### src/rtl/rst_seq_ctrl.sv
module rst_seq_ctrl #(
  parameter int SEQ_CYCLES = 1024,
  parameter int PORT_W     = 16,
  parameter int CFG_W      = 8,
  parameter int WD_HI      = 12,
  parameter int WD_LO      = 6,
  parameter int CLR_HI     = 5,
  parameter int CLR_LO     = 2,
  parameter int BIDIR_BIT  = 3,
  parameter int PWD_BIT    = 5
) (
  input  logic              clk,
  input  logic              por_n,
  input  logic              rst_pin_n,
  input  logic              async_rst_n,
  input  logic              sw_rst_req,
  input  logic              wdt_ovf,
  input  logic              bus_active,
  input  logic              bus_uses_ready,
  input  logic              bus_waits_done,
  input  logic              ready_n,
  input  logic              lowv,
  input  logic              einit,
  input  logic              cfg_wr,
  input  logic [CFG_W-1:0]  cfg_wdata,
  input  logic [PORT_W-1:0] port_in,
  output logic              core_rst,
  output logic              rst_out_n,
  output logic              pin_pd,
  output logic              dly_dischg,
  output logic              dly_chg,
  output logic              bus_abort,
  output logic [CFG_W-1:0]  sys_cfg,
  output logic [PORT_W-1:0] cfg_q,
  output logic [2:0]        cause
);

  localparam int CW = $clog2(SEQ_CYCLES);
  localparam logic [CW-1:0] LAST = CW'(SEQ_CYCLES - 1);

  function automatic logic [PORT_W-1:0] field(input int hi, input int lo);
    logic [PORT_W-1:0] m;
    for (int i = 0; i < PORT_W; i++) m[i] = (i >= lo) && (i <= hi);
    return m;
  endfunction

  localparam logic [PORT_W-1:0] WD_MASK  = field(WD_HI, WD_LO);
  localparam logic [PORT_W-1:0] CLR_MASK = field(CLR_HI, CLR_LO);

  localparam logic [2:0] C_PIN = 3'd1, C_ASY = 3'd2, C_SW = 3'd3, C_WDT = 3'd4;

  typedef enum logic [1:0] {S_RUN, S_DRAIN, S_SEQ} st_t;

  st_t           st;
  logic [CW-1:0] cnt;
  logic [2:0]    pin_sh;
  logic [1:0]    asy_sh, rdy_sh, pd_hist;
  logic          einit_done;

  wire pin_low  = ~pin_sh[1];
  wire pd_mask  = pin_pd | pd_hist[0] | pd_hist[1];
  wire pin_req  = ~pin_sh[1] & ~pin_sh[2] & ~pd_mask;
  wire lv_kill  = lowv & (pin_low | pin_pd);
  wire asy_req  = ~asy_sh[1] | lv_kill;
  wire in_run   = (st == S_RUN);
  wire in_drain = (st == S_DRAIN);
  wire in_seq   = (st == S_SEQ);
  wire wd_req   = (wdt_ovf & ((in_run & ~bus_active) | in_seq)) | (in_drain & bus_waits_done);
  wire drain_go = in_run & wdt_ovf & bus_active;
  wire abort_now = in_drain & bus_waits_done & bus_uses_ready & rdy_sh[1];
  wire start    = asy_req | pin_req | wd_req | sw_rst_req;

  logic [2:0] nxt_cause;
  always_comb begin
    if (asy_req)     nxt_cause = C_ASY;
    else if (pin_req) nxt_cause = C_PIN;
    else if (wd_req)  nxt_cause = C_WDT;
    else              nxt_cause = C_SW;
  end

  assign core_rst   = in_seq;
  assign dly_dischg = pin_low;

  always_ff @(posedge clk or negedge por_n) begin
    if (!por_n) begin
      pin_sh  <= 3'b111;
      asy_sh  <= 2'b11;
      rdy_sh  <= 2'b11;
      pd_hist <= 2'b00;
    end else begin
      pin_sh  <= {pin_sh[1:0], rst_pin_n};
      asy_sh  <= {asy_sh[0], async_rst_n};
      rdy_sh  <= {rdy_sh[0], ready_n};
      pd_hist <= {pd_hist[0], pin_pd};
    end
  end

  always_ff @(posedge clk or negedge por_n) begin
    if (!por_n) begin
      st         <= S_SEQ;
      cnt        <= '0;
      cause      <= 3'd0;
      cfg_q      <= '0;
      rst_out_n  <= 1'b0;
      einit_done <= 1'b0;
      sys_cfg    <= '0;
      pin_pd     <= 1'b0;
      dly_chg    <= 1'b0;
      bus_abort  <= 1'b0;
    end else begin
      bus_abort <= abort_now;
      if (start) begin
        st                 <= S_SEQ;
        cnt                <= '0;
        cause              <= nxt_cause;
        rst_out_n          <= 1'b0;
        einit_done         <= 1'b0;
        sys_cfg[BIDIR_BIT] <= 1'b0;
        pin_pd             <= (pin_pd | sys_cfg[BIDIR_BIT]) & ~lv_kill;
        dly_chg            <= 1'b0;
        if (nxt_cause == C_ASY || nxt_cause == C_PIN)
          cfg_q <= port_in;
        else if (nxt_cause == C_WDT)
          cfg_q <= (cfg_q & ~(WD_MASK | CLR_MASK)) | (port_in & WD_MASK);
      end else begin
        if (cfg_wr && !einit_done) sys_cfg <= cfg_wdata;
        case (st)
          S_RUN: begin
            if (drain_go) st <= S_DRAIN;
            if (einit && !einit_done) begin
              einit_done <= 1'b1;
              rst_out_n  <= 1'b1;
            end
          end
          S_SEQ: begin
            if (cnt == LAST) begin
              st      <= S_RUN;
              pin_pd  <= 1'b0;
              dly_chg <= sys_cfg[PWD_BIT];
            end else begin
              cnt <= cnt + 1'b1;
            end
          end
          default: ;
        endcase
      end
    end
  end

  a_r3_out_low_in_seq: assert property (@(posedge clk) disable iff (!por_n)
    core_rst |-> !rst_out_n);

  a_r3_release_only_in_run: assert property (@(posedge clk) disable iff (!por_n)
    $rose(rst_out_n) |-> !core_rst);

  a_r10_pd_within_seq: assert property (@(posedge clk) disable iff (!por_n)
    pin_pd |-> core_rst);

  a_r8_abort_is_wdt: assert property (@(posedge clk) disable iff (!por_n)
    bus_abort |-> (core_rst && cause == C_WDT));

  a_r1_sw_starts: assert property (@(posedge clk) disable iff (!por_n)
    sw_rst_req |=> core_rst);

  a_r2_full_length: assert property (@(posedge clk) disable iff (!por_n)
    $fell(core_rst) |-> $past(cnt) == LAST);

  a_r9_locked: assert property (@(posedge clk) disable iff (!por_n)
    (einit_done && !start) |=> $stable(sys_cfg));

endmodule

### config.mk
export PLATFORM = sky130hd
export DESIGN_NAME = rst_seq_ctrl
export DESIGN_NICKNAME = d
export VERILOG_FILES = /design/src/rtl/rst_seq_ctrl.sv
export SDC_FILE = /design/constraint.sdc
export NUM_CORES = 1
export LEC_CHECK = 0
export BUFFER_PORTS_ARGS = -buffer_cell sky130_fd_sc_hd__clkbuf_2
export CAP_MARGIN = 10
export CORE_MARGIN = 2
export CORE_UTILIZATION = 45
export DETAILED_ROUTE_END_ITERATION = 6
export GPL_ROUTABILITY_DRIVEN = 0
export PLACE_DENSITY_LB_ADDON = 0.25
export SLEW_MARGIN = 20
export SYNTH_ARGS = -nofsm -noshare
export SYNTH_HDL_FRONTEND = slang
export SYNTH_SLANG_ARGS = --single-unit
export TNS_END_PERCENT = 5
### constraint.sdc
create_clock -name clk -period 5.4 [get_ports clk]
set_input_delay 1.08 -clock clk [delete_from_list [all_inputs] [get_ports clk]]
set_output_delay 1.08 -clock clk [all_outputs]
set_load 0.05 [all_outputs]
; ---- Yosys cells after proc, flatten, opt, wreduce, memory -nomap -nowiden
; Cells that the tools add are included.
[op_classes]
reduce_logical = 18
order_cmp = 0
n_mul = 0
add_sub_neg = 1
n_eq_ne = 9
div = 0
n_shift = 0
bitwise = 29
n_mux = 23
[ops]
columns = op, count
row1 = 16-bit 2-to-1 mux, 2
row2 = 10-bit 2-to-1 mux, 3
row3 = 16-bit by 13-bit OR with 16-bit output, 1
row4 = 2-bit nonzero test, 6
row5 = 1-bit AND, 11
row6 = 10-bit by 1-bit adder with 10-bit output (second input constant), 1
row7 = 10-bit equality test (second input constant), 1
row8 = 1-bit 2-to-1 mux, 10
row9 = 1-bit OR, 10
row10 = 2-bit AND reduction, 5
row11 = 3-bit 2-to-1 mux, 3
row12 = 1-bit NOT, 7
row13 = 2-bit 2-to-1 mux, 3
row14 = 3-bit by 1-bit inequality test with 1-bit output (second input constant), 2
row15 = 4-bit 2-to-1 mux, 1
row16 = 2-bit one-hot mux with 2 select lines, 1
row17 = 3-bit by 1-bit equality test with 1-bit output (second input constant), 1
row18 = 3-bit by 2-bit equality test with 1-bit output (second input constant), 1
row19 = 3-bit equality test (second input constant), 1
row20 = 3-bit AND reduction, 1
row21 = 3-bit nonzero test, 1
row22 = 2-bit by 1-bit equality test with 1-bit output (second input constant), 1
row23 = 2-bit equality test (second input constant), 1
row24 = 1-bit logical AND, 2
row25 = 4 further kinds, 4
[totals]
word_cells = 94
mem_count = 0
in_bits = 37
register_bits = 52
ramBits = 0
out_inout_bits = 33
rom_bits = 0
latchBits = 0

; ---- Longest topological paths before layout
[logic_depth]
word_depth = 12
ltp_mapped = 6
depth_no_buf = 5

; ---- Worst setup path after synthesis
; OpenSTA, ideal clock, no wires.
[synth_path]
path_type = in2reg
startpoint = in bus_waits_done
endpoint = reg cfg_q[10]
path_stages = 5
slack_ns = 3.034
arrival_time_ns = 2.242
path_buffers = 1
setup_ns = 0.125
required_time_ns = 5.275
cell_sequence = and3b_1 > a31oi_2 > and3_1 > buf_2 > mux2_2
[synth_between]
elab_chain_cells = 9
elab_cells_between_ends = 14
cone_classes = 3 x eq/ne / 4 x mux / 4 x bitwise / 3 x reduce/logical
[synth_lines]
columns = item, line
row1 = start: declaration, 20  ; input logic bus_waits_done,
row2 = 1-bit AND (*), 68  ; wire wd_req = (wdt_ovf & ((in_run & ~bus_active) | in_seq)) | (in_drain & bus_waits_done);
row3 = 1-bit OR (*), 68
row4 = 3-bit 2-to-1 mux, 77  ; else if (wd_req) nxt_cause = C_WDT;
row5 = 3-bit 2-to-1 mux, 76  ; else if (pin_req) nxt_cause = C_PIN;
row6 = 3-bit 2-to-1 mux, 75  ; if (asy_req) nxt_cause = C_ASY;
row7 = 3-bit by 2-bit equality test with 1-bit output / 3-bit by 1-bit equality test with 1-bit output (equally long branches), 121  ; if (nxt_cause == C_ASY || nxt_cause == C_PIN)
row8 = 1-bit logical OR, 121
row9 = 2-bit nonzero test (no source line), n/a
row10 = 2-bit AND reduction (no source line), n/a
row11 = end signal: assignment, 122  ; cfg_q <= port_in;
row12 = end signal: assignment, 124  ; cfg_q <= (cfg_q & ~(WD_MASK | CLR_MASK)) | (port_in & WD_MASK);
row13 = end: declaration, 34  ; output logic [PORT_W-1:0] cfg_q,
; Mark *: on every way between the ends. The rest lies on a longest branch, timed or not.
; A chain may end at the register's enable or synchronous reset.

; ---- Final worst setup path
[layout_path]
startpoint = reg st[1]
endpoint = out core_rst
[layout_between]
elab_chain_cells = 1
[layout_lines]
columns = item, line
row1 = start: declaration, 54  ; st_t st;
row2 = start signal: assignment, 100  ; st <= S_SEQ;
row3 = start signal: assignment, 113  ; st <= S_SEQ;
row4 = start signal: assignment, 129  ; if (drain_go) st <= S_DRAIN;
row5 = 2-bit equality test, 67  ; wire in_seq = (st == S_SEQ);
row6 = end: declaration, 27  ; output logic core_rst,
; Every way passes these cells.

==> results list <==
- CTS tree: yes
- Total Routing Usage GR: 0.164
* Static leakage power: 0.00126 uW
- Startpoint of the tightest hold check path: pin_sh[0]$_DFF_PN1_
- Warning count from the yosys run: 0
- Synth cell types: 39
- Sw Pwr: 277 uW
* Initial antenna violation count: 0
* Clock H-tree levels: 2
* Beginning of the worst register-to-register path: cnt[0]$_DFFE_PN0P_
- The floorplan step defined a die boundary enclosing 5480 um2.
- The worst pin sits at a relative slew slack of 0.465.
- Once the clock tree was built, the resizer swapped 0 gates to a different size.
- Total vias in the final route: 1,561
- Setup WS post-layout: 2900 ps
- Worst hold path endpoint: pin_sh[1]$_DFF_PN1_
- Maximum number of pins on one net before global-route repair: 53
- STA classifies the critical path startpoint as a register.
- For met1 alone, demand over resource in global routing was 0.219.
- Internal cell power: 566 uW
- Summed negative setup slack over all endpoints: 0 ps
* Die height: 74.0 um
- 0 antenna diodes ended up in the layout.
- Initial Utilization: 0.467
- Sw Share: 0.329
* Post-synthesis instance area: 2210 um2
- Maximum vdd ir drop: 179 uV
- Type of destination of the critical path: output port
- Routed wire length per instance: 13.3 um
- For the pin with the worst max-slew slack, the measured transition is 799 ps.
* Placement row count: 25
- Vias in the first global route: 1,471
* Routed Wire Length: 4.17 mm
- Net Count, Synth: 211
- Among all stages on the critical path, the largest delay is contributed by dfstp_2.
- For this run, design rule violations remaining after detail routing come to 0.
* Req. time, crit path: 4320 ps
- Dividing total power by cell area gives a power density of 312 nW/um2.
- Global-route met2 utilization: 0.259
* Type of the most critical hold path: register to register
- Count of mapped cells out of synthesis: 173
- Setup violations remaining at the end of the flow were counted as 0.
- EDFF count, synth: 0
* Arrival @ worst endpoint: 1420 ps
- Fin. max-slew vios: 0
- Maximum single-stage delay on the critical path: 590 ps
* Antenna-violating nets left: 0
- Clock root buffer master: clkbuf_8
* Outcome: complete, no violations
- Clock tree synthesis inserted a total of 5 buffers.
* RSZ-0062 raised after global routing: no
- Area grow syn2layout: 22.6%
- No sink is reached through more buffers than the 2 on the longest clock path.
- Post CTS Setup Buffer Count: 0
- Synth Register Bits: 52
* Clk sink count: 52
- Of all nets on the critical path, the largest fanout is 7.
- Combinational share of power: 0.229
* Number of maximum-capacitance constraint violations: 0
- During placement, the flow inserted port buffers numbering 69.
* Critical R2R Capture: cnt[4]$_DFFE_PN0P_
- The signal on the critical path passes through and2b_1 > clkbuf_2.
* Area taken by multi-input logic gates: 838 um2
- Dividing the final minimum period by the clock period gives 0.463.
* Placed wire-length estimate: 3.07 mm
- Measured in cells, the most critical reg-to-reg path has a length of 5.
* Layout Skew: 8.55 ps
- Pre-antenna DRT Iters: 4
- DRC marker count from the first detailed-route iteration: 102
- The first global-routing pass estimated 6.79 mm of wire.
* Dpl cell area: 2620 um2
- Flop pwr share: 0.519
- Final net count: 283
* Clock transition at path regs: 90 ps
- Kind of critical path: register to output port
- In the global route stage, met3 resource usage came out at 0.0501.
- In this run the standard cell core region covers 4720 um2.
* Final Critical Period: 2500 ps
- In the final layout, the share of cells above drive strength 1 is 0.467.
* Fraction of registers with async set/reset: 1.00
* Clock latency at the later pin of the worst-skew pair: 300 ps
- Dividing the detail-routed via count by the number of cells gives 4.99.
- Finished Cell Area: 2710 um2
- GRT Max-Usage Layer: met2
- Among all flip-flop cells after synthesis, the most frequent one is dfrtp_1.
* Chip width: 74.0 um
- Prior to clock tree synthesis, the placed netlist has a worst setup slack of 2780 ps.
- The layout has 403 filler cells.
- For this run, the top clock speed supported by timing is 0.400 GHz.
- Of the synthesized area, sequential elements account for 0.594.
- Post-synthesis area per instance: 12.8 um2
- Fraction of power consumed by the clock network: 0.252
- # hold bufs at CTS: 0
- After global routing the overflow that remains totals 0.
- Hold Path Depth: 0
* Boundary Pins: 70
- Setup slack on the worst reg-to-reg path comes out at 3370 ps.
- Register area: 1310 um2
* Number of hold violations in the final report: 0
==> kinds of logic after synthesis <==
kind of cell	count (synthesis)	share of synthesized area
XOR/XNOR	1	0.00397
multiplexers	21	0.106
AO/OA/AOI/OAI	35	0.129
AND/OR/NAND/NOR	49	0.135
adder cells (fa/ha/maj)	1	0.00567
flip-flops	52	0.594
buffers and inverters	14	0.0261
==> power groups by stage <==
stage          clock network (uW)  registers [uW]  logic (uW)
2_1_floorplan                   0             542        41.5
3_3_place_gp                    0             444         194
3_5_place_dp                    0             446         196
4_1_cts                       220             438         196
5_1_grt                       241             441         206
6_report                      212             438         193
==> critical path: cells and delay by family (launching register included) <==
family / cells / cell delay, ps
buf+inv: 1 / 310
flops: 1 / 590
simple gates: 1 / 230
==> layout by cell type (no fill, tap or decap), drive strengths merged, types with 3 or more instances in the layout <==
master / count
nand3: 6
dfrtp: 44
inv: 9
dfstp: 8
clkbuf: 75
nand2: 7
a21oi: 12
or3: 3
a21bo: 4
nor2: 10
or4: 3
mux2: 19
o21ai: 4
nand4: 5
o41ai: 4
==> worst max path at each step <==
stage | to | slack (ps) | cells after the start | startpoint
floorplan | cfg_q[10]$_DFFE_PN0P_ | 3030 | 5 | bus_waits_done
global placement | cfg_q[8]$_DFFE_PN0P_ | 2800 | 5 | bus_waits_done
detailed placement | cfg_q[11]$_DFFE_PN0P_ | 2780 | 5 | bus_waits_done
CTS | core_rst | 2870 | 2 | st[1]$_DFFE_PN1P_
global route | core_rst | 2830 | 2 | st[1]$_DFFE_PN1P_
finish | core_rst | 2900 | 2 | st[1]$_DFFE_PN1P_
==> layer usage <==
layer,up-vias,wire length (um),part of all wire
li1,772,-,-
met1,732,1900,0.45
met2,55,1970,0.47
met3,2,279,0.067
met4,0,22,0.0053
met5,-,0,0
==> final cells by class <==
class	instances	share of cell area
inverters	9	0.0125
flip-flops and latches	52	0.485
clock inverters	2	0.00463
clock buffers	6	0.0268
well taps	67	0.0310
multi-input cells	107	0.310
repair buffers	70	0.130
==> per-stage QoR <==
stage | power (uW) | instances | utilization | hold slack (ps)
2_1_floorplan | 583 | 173 | - | 345
3_3_place_gp | 639 | 305 | 0.555 | 346
3_5_place_dp | 641 | 305 | 0.555 | 347
4_1_cts | 855 | 313 | 0.573 | 360
5_1_grt | 888 | 313 | 0.573 | 368
6_report | 843 | 313 | 0.573 | 359
==> cell usage after synthesis (2+ instances only) <==
cell       n  area share
dfrtp_1   44        0.50
o21ai_0    4      0.0091
nand4_1    4       0.011
o41ai_1    3       0.012
inv_1      9       0.015
nand3_1    4      0.0091
o31ai_1    2      0.0068
nor3_1     2      0.0045
buf_2      4      0.0091
nand2b_1   2      0.0057
and3_1     2      0.0057
or3_1      3      0.0085
a21oi_1   12       0.027
mux2i_1    2      0.0091
nand2_1    7       0.012
nor2_1    10       0.017
nor2b_1    2      0.0057
nand4b_1   2      0.0079
o211ai_1   2      0.0068
or4_1      3       0.010
mux2_2    19       0.097
nand3_2    2      0.0091
a21bo_2    4       0.018
nand3b_1   2      0.0068
dfstp_2    8       0.095
a311o_1    2      0.0091
==> sequential cells by signal, summed over array words and instances, names as in the netlist <==
register,count
rdy_sh,2
dly_chg,1
pin_sh,3
einit_done,1
st,2
cause,3
bus_abort,1
pin_pd,1
cnt,10
sys_cfg,8
cfg_q,16
asy_sh,2
pd_hist,2
(Power assumes the default switching activity.)
